File: src/rtl/ptw_pkg.sv
package ptw_pkg;
    localparam int VA_W_DEF      = 32;
    localparam int PA_W_DEF      = 32;
    localparam int OFF_W_DEF     = 12;
    localparam int IDX_W_DEF     = 10;
    localparam int PTE_SHIFT_DEF = 2;

    typedef enum logic [2:0] {
        ST_IDLE    = 3'd0,
        ST_READ_L1 = 3'd1,
        ST_WAIT_L1 = 3'd2,
        ST_READ_L2 = 3'd3,
        ST_WAIT_L2 = 3'd4,
        ST_DONE    = 3'd5
    } walk_state_e;
endpackage

File: src/rtl/ptw_addr_gen.sv
module ptw_addr_gen #(
    parameter int PA_W      = ptw_pkg::PA_W_DEF,
    parameter int OFF_W     = ptw_pkg::OFF_W_DEF,
    parameter int IDX_W     = ptw_pkg::IDX_W_DEF,
    parameter int PTE_SHIFT = ptw_pkg::PTE_SHIFT_DEF,
    localparam int PPN_W    = PA_W - OFF_W
) (
    input  logic [PPN_W-1:0] table_ppn,
    input  logic [IDX_W-1:0] index,
    output logic [PA_W-1:0]  entry_addr
);
    logic [PA_W-1:0] base_addr;
    logic [PA_W-1:0] slot_offs;

    // Table is page aligned; slot index scaled by entry size.
    assign base_addr  = {table_ppn, {OFF_W{1'b0}}};
    assign slot_offs  = PA_W'(index) << PTE_SHIFT;
    assign entry_addr = base_addr | slot_offs;
endmodule

File: src/rtl/ptw_pte_decode.sv
module ptw_pte_decode #(
    parameter int PA_W   = ptw_pkg::PA_W_DEF,
    parameter int OFF_W  = ptw_pkg::OFF_W_DEF,
    localparam int PPN_W = PA_W - OFF_W
) (
    input  logic [PA_W-1:0]  pte,
    output logic             pte_valid,
    output logic [PPN_W-1:0] pte_ppn
);
    assign pte_valid = pte[0];
    assign pte_ppn   = pte[PA_W-1:OFF_W];
endmodule

File: src/rtl/ptw_walker.sv
module ptw_walker
    import ptw_pkg::*;
#(
    parameter int VA_W      = VA_W_DEF,
    parameter int PA_W      = PA_W_DEF,
    parameter int OFF_W     = OFF_W_DEF,
    parameter int IDX_W     = IDX_W_DEF,
    parameter int PTE_SHIFT = PTE_SHIFT_DEF,
    localparam int PPN_W    = PA_W - OFF_W,
    localparam int VPN_W    = VA_W - OFF_W
) (
    input  logic             clk,
    input  logic             rst_n,
    input  logic             walk_en,
    input  logic [PPN_W-1:0] root_ppn,
    input  logic             req_valid,
    output logic             req_ready,
    input  logic [VA_W-1:0]  req_vaddr,
    output logic             mem_rd_valid,
    input  logic             mem_rd_ready,
    output logic [PA_W-1:0]  mem_rd_addr,
    input  logic             mem_rsp_valid,
    input  logic [PA_W-1:0]  mem_rsp_data,
    output logic             rsp_valid,
    output logic             rsp_fault,
    output logic [VPN_W-1:0] rsp_vpn,
    output logic [PPN_W-1:0] rsp_ppn
);
    localparam int LEVELS = 2;

    typedef struct packed {
        walk_state_e      state;
        logic [VA_W-1:0]  vaddr;
        logic [PPN_W-1:0] root;
        logic [PPN_W-1:0] l2_base;
        logic [PPN_W-1:0] ppn;
        logic             fault;
    } walk_regs_t;

    walk_regs_t r_d, r_q;

    logic             pte_valid;
    logic [PPN_W-1:0] pte_ppn;
    logic [PPN_W-1:0] lvl_table [LEVELS];
    logic [PA_W-1:0]  lvl_addr  [LEVELS];

    // One address generator per tree level; level 0 uses the high index.
    for (genvar g = 0; g < LEVELS; g++) begin : g_lvl
        if (g == 0) begin : g_root
            assign lvl_table[g] = r_q.root;
        end else begin : g_leaf
            assign lvl_table[g] = r_q.l2_base;
        end
        ptw_addr_gen #(
            .PA_W(PA_W), .OFF_W(OFF_W), .IDX_W(IDX_W), .PTE_SHIFT(PTE_SHIFT)
        ) u_agen (
            .table_ppn (lvl_table[g]),
            .index     (r_q.vaddr[OFF_W + (LEVELS-1-g)*IDX_W +: IDX_W]),
            .entry_addr(lvl_addr[g])
        );
    end

    ptw_pte_decode #(.PA_W(PA_W), .OFF_W(OFF_W)) u_dec (
        .pte      (mem_rsp_data),
        .pte_valid(pte_valid),
        .pte_ppn  (pte_ppn)
    );

    always_comb begin
        r_d          = r_q;
        mem_rd_valid = 1'b0;
        unique case (r_q.state)
            ST_IDLE: begin
                if (req_valid) begin
                    r_d.vaddr = req_vaddr;
                    r_d.root  = root_ppn;
                    r_d.ppn   = '0;
                    r_d.fault = !walk_en;
                    r_d.state = walk_en ? ST_READ_L1 : ST_DONE;
                end
            end
            ST_READ_L1: begin
                mem_rd_valid = 1'b1;
                if (mem_rd_ready) r_d.state = ST_WAIT_L1;
            end
            ST_WAIT_L1: begin
                if (mem_rsp_valid) begin
                    if (pte_valid) begin
                        r_d.l2_base = pte_ppn;
                        r_d.state   = ST_READ_L2;
                    end else begin
                        r_d.fault = 1'b1;
                        r_d.state = ST_DONE;
                    end
                end
            end
            ST_READ_L2: begin
                mem_rd_valid = 1'b1;
                if (mem_rd_ready) r_d.state = ST_WAIT_L2;
            end
            ST_WAIT_L2: begin
                if (mem_rsp_valid) begin
                    r_d.fault = !pte_valid;
                    r_d.ppn   = pte_valid ? pte_ppn : '0;
                    r_d.state = ST_DONE;
                end
            end
            ST_DONE: r_d.state = ST_IDLE;
            default: r_d.state = ST_IDLE;
        endcase
    end

    always_ff @(posedge clk) begin
        if (!rst_n) r_q <= '0;
        else        r_q <= r_d;
    end

    assign req_ready   = (r_q.state == ST_IDLE);
    assign mem_rd_addr = (r_q.state == ST_READ_L2) ? lvl_addr[1] : lvl_addr[0];
    assign rsp_valid   = (r_q.state == ST_DONE);
    assign rsp_fault   = r_q.fault;
    assign rsp_vpn     = r_q.vaddr[VA_W-1:OFF_W];
    assign rsp_ppn     = r_q.ppn;

    // first read follows acceptance with the sampled root and top index
    p_l1_addr_r2: assert property (@(posedge clk) disable iff (!rst_n)
        (req_valid && req_ready && walk_en) |=> mem_rd_valid &&
        mem_rd_addr == ({$past(root_ppn), {OFF_W{1'b0}}} |
                        (PA_W'($past(req_vaddr[VA_W-1 -: IDX_W])) << PTE_SHIFT)));

    // a stalled read holds its address
    p_rd_hold_r3: assert property (@(posedge clk) disable iff (!rst_n)
        (mem_rd_valid && !mem_rd_ready) |=> mem_rd_valid && $stable(mem_rd_addr));

    // single outstanding read
    p_one_outstanding_r3: assert property (@(posedge clk) disable iff (!rst_n)
        (mem_rd_valid && mem_rd_ready) |=> !mem_rd_valid);

    // absent first-level entry ends the walk with a fault
    p_l1_absent_r4: assert property (@(posedge clk) disable iff (!rst_n)
        (r_q.state == ST_WAIT_L1 && mem_rsp_valid && !mem_rsp_data[0])
        |=> rsp_valid && rsp_fault && !mem_rd_valid);

    // valid leaf entry yields its page number
    p_leaf_ppn_r6: assert property (@(posedge clk) disable iff (!rst_n)
        (r_q.state == ST_WAIT_L2 && mem_rsp_valid && mem_rsp_data[0])
        |=> rsp_valid && !rsp_fault && rsp_ppn == $past(mem_rsp_data[PA_W-1:OFF_W]));

    // disabled walker faults at once
    p_disabled_fault_r8: assert property (@(posedge clk) disable iff (!rst_n)
        (req_valid && req_ready && !walk_en) |=> rsp_valid && rsp_fault && !mem_rd_valid);

    // response is a single-cycle pulse
    p_rsp_pulse_r9: assert property (@(posedge clk) disable iff (!rst_n)
        rsp_valid |=> !rsp_valid);

    // faults carry a zero page number
    p_fault_zero_r11: assert property (@(posedge clk) disable iff (!rst_n)
        (rsp_valid && rsp_fault) |-> rsp_ppn == '0);
endmodule

File: config.mk
export PLATFORM = sky130hd
export DESIGN_NAME = ptw_walker
export DESIGN_NICKNAME = d
export VERILOG_FILES = /design/src/rtl/ptw_pkg.sv /design/src/rtl/ptw_addr_gen.sv /design/src/rtl/ptw_pte_decode.sv /design/src/rtl/ptw_walker.sv
export SDC_FILE = /design/constraint.sdc
export NUM_CORES = 1
export LEC_CHECK = 0
export BUFFER_PORTS_ARGS = -buffer_cell sky130_fd_sc_hd__buf_4
export CORE_MARGIN = 2
export CORE_UTILIZATION = 40
export DETAILED_ROUTE_END_ITERATION = 6
export MAX_ROUTING_LAYER = met4
export PLACE_DENSITY = 0.73
export SLEW_MARGIN = 30
export SYNTH_ARGS = -nofsm -noshare
export SYNTH_HDL_FRONTEND = slang
export SYNTH_SLANG_ARGS = --single-unit
File: constraint.sdc
create_clock -name clk -period 1.86 [get_ports clk]
set_clock_uncertainty 0.1 [all_clocks]
set_input_delay 0 -clock clk [delete_from_list [all_inputs] [get_ports clk]]
set_output_delay 0 -clock clk [all_outputs]
set_load 0.01 [all_outputs]
==> run metrics <==
Crit Reg-Reg Endpoint rsp_ppn[13]; Slew @ Worst Pin 0.700 ns; P_leak 2.60 nW; Routed Antenna Nets 0; placement row count 36; core area 9730 sq um; r2r setup slk 0.18 ns; final worst slack 0.0746 ns; final cycle utilization of the critical path 96.0%; htree depth 3; largest net degree at the start of global routing 85; largest area contributor in the netlist dfxtp_1; vias in the first global route 3700; crit end category output pin; outcome finished clean; Num CTS Buffers 9; Layout Nets 694; vias per cell 4.76; Antenna Cells 0; starting density of the core 41.0%; Port-buffer cells 140; Ys Warns 0; final global-route overflow total 0; clock root buffer clkbuf_8; max-cap viol count 0; hold_ws 0.0309 ns; fmax 560 MHz; Final Hold Viols 0; initial antenna violation count 0; DP HPWL 6630 um; vias 3533; Cell Count Post-Placement 659; top cell type's share of synthesized area 42.1%; Die X 104 um; Tmin final 1.79 ns; Critical Path RT 1.76 ns; TritonCTS clock tree done; crit-path max cell delay 0.41 ns; Synth Register Bits 84; CTS clk-pin slew, worst paths 0.09 ns; most common cell after layout, fill and taps aside buf_4; Critical Path AT 1.69 ns; Critical Path Source Type flop; routed wire length 11000 um; die area 10800 sq um; routability cong. 0.876; Residual DRC 0; TritonCTS Sinks 84; worst min path class primary input to flop; Cell Area, Synth 3990 sq um; Post-Place Worst Slack 0.127 ns; synthesized area per cell 8.93 sq um; layout cells sized above 1 33.8%; First-pass DRT Iterations 4; worst reg2reg path depth 6; first-pass GRT wire length 17700 um; Slew HR 53.3%; DR WL/cell 14.9 um; final setup fails 0; commonest non-fill, non-tap cells in the layout buf_4 (149), nand2_1 (102), dfxtp_1 (81); Slew Viols, Final 0; Top Ports 166; register area share after synthesis 42.1%; Clock Path Buffers 2; CP max stage cell dfxtp_4; hold path depth 4; final std cells w/o fill 742; Cells after Synth 447; most area-consuming cells after synthesis dfxtp_1 (42%), nand2_1 (9.7%), mux2_2 (8.5%); WS Path Type flop to output pin; Vert. Die Dim 104 um; largest vdd supply drop 0.392 mV; Area Overhead vs Synth 45.0%; RR Startpoint r_q[93]; Pwr Density 716 nW/um^2; Worst Hold Endpoint r_q[93]; Crit Path Max Fanout 9; TNS Setup 0 ns; worst skew pair latency 0.34 ns; Starting DRT DRC Count 123; GRT Overall Usage 20.6%; CP Cell Sequence nor2b_4, nand2_4, clkbuf_16, mux2_2, buf_4; Hold Crit Start req_valid; Cell variety after synth 31
through the flow:
| step | utilization [%] | area [sq um] | power, mW |
|---|---|---|---|
| 2_1_floorplan | - | 4000 | 2.52 |
| 3_3_place_gp | 50.3 | 4900 | 2.88 |
| 3_5_place_dp | 50.3 | 4900 | 2.90 |
| 4_1_cts | 59.2 | 5760 | 4.16 |
| 5_1_grt | 59.5 | 5790 | 4.34 |
| 6_report | 59.5 | 5790 | 4.14 |
Yosys cell counts (all sizes together):
| library cell | instances |
|---|---|
| dfxtp | 84 |
| clkbuf | 18 |
| and3b | 2 |
| mux2 | 31 |
| nor3 | 1 |
| a31o | 1 |
| a21boi | 62 |
| or2 | 1 |
| nor2b | 25 |
| mux2i | 21 |
| nand3 | 22 |
| and4bb | 2 |
| o21ai | 2 |
| nor2 | 3 |
| conb | 1 |
| a211oi | 1 |
| buf | 55 |
| a221o | 1 |
| nand2 | 103 |
| o21bai | 1 |
| o21a | 1 |
| nor4b | 2 |
| and2 | 1 |
| nand4b | 1 |
| nand2b | 2 |
| a21oi | 3 |
state kept, by name (all words and copies together) (netlist names):
register   flops
rsp_ppn       20
lvl_table     40
rsp_fault      1
rsp_vpn       20
r_q            3
how the worst max path moves through the flow:
stage / startpoint / to / slack, ns
after floorplan: r_q[94] / r_q[94] / 0.27
after global placement: r_q[94] / mem_rd_addr[6] / 0.16
after detailed placement: r_q[93] / rsp_vpn[3] / 0.13
after CTS: r_q[94] / mem_rd_addr[19] / 0.03
after global routing: r_q[94] / mem_rd_addr[25] / -0.003
final: r_q[94] / mem_rd_addr[7] / 0.07
timing repair:
action,4_1_cts,5_1_grt
endpoints found under the hold margin,84,0
buffers inserted,1,0
cloned,1,1
gates resized for setup,9,1
hold buffers,64,0
pin swaps,0,0
setup endpoints to repair,30,17
report_power, final:
| part | total (mW) | switching [mW] | internal [mW] |
|---|---|---|---|
| Sequential | 1.98 | 0.0780 | 1.90 |
| Combinational | 1.02 | 0.475 | 0.545 |
| Clock | 1.15 | 0.659 | 0.489 |
worst max-delay path: cells and delay by family (launching register included):
family                 cells  cell delay (ns)
DFF                        1             0.41
buffers and inverters      2             0.35
and+or+nand+nor            2             0.31
muxes                      1             0.28
layer usage:
layer / wire (um) / track usage (%)
met1: 4680 / 23.2
met2: 5740 / 37.1
met3: 461 / 3.70
met4: 163 / 6.37
met5: 0 / -
logic make-up after synthesis:
logic type             Yosys count  synth area share [%]
and+or+nand+nor                165                  19.3
DFF                             84                  42.1
buffers and inverters           73                  11.2
AOI/OAI and AO/OA               72                  13.3
muxes                           52                  14.0
other                            1                0.0939
area by class of cell:
class	instances	area (sq um)
fillers	843	3940
multi-input cells	291	1890
flip-flops and latches	84	1690
clock inverters	5	36.3
clock buffers	11	131
repair buffers	218	1870
well taps	133	166
Note: power is estimated with default switching activity, not from simulation.
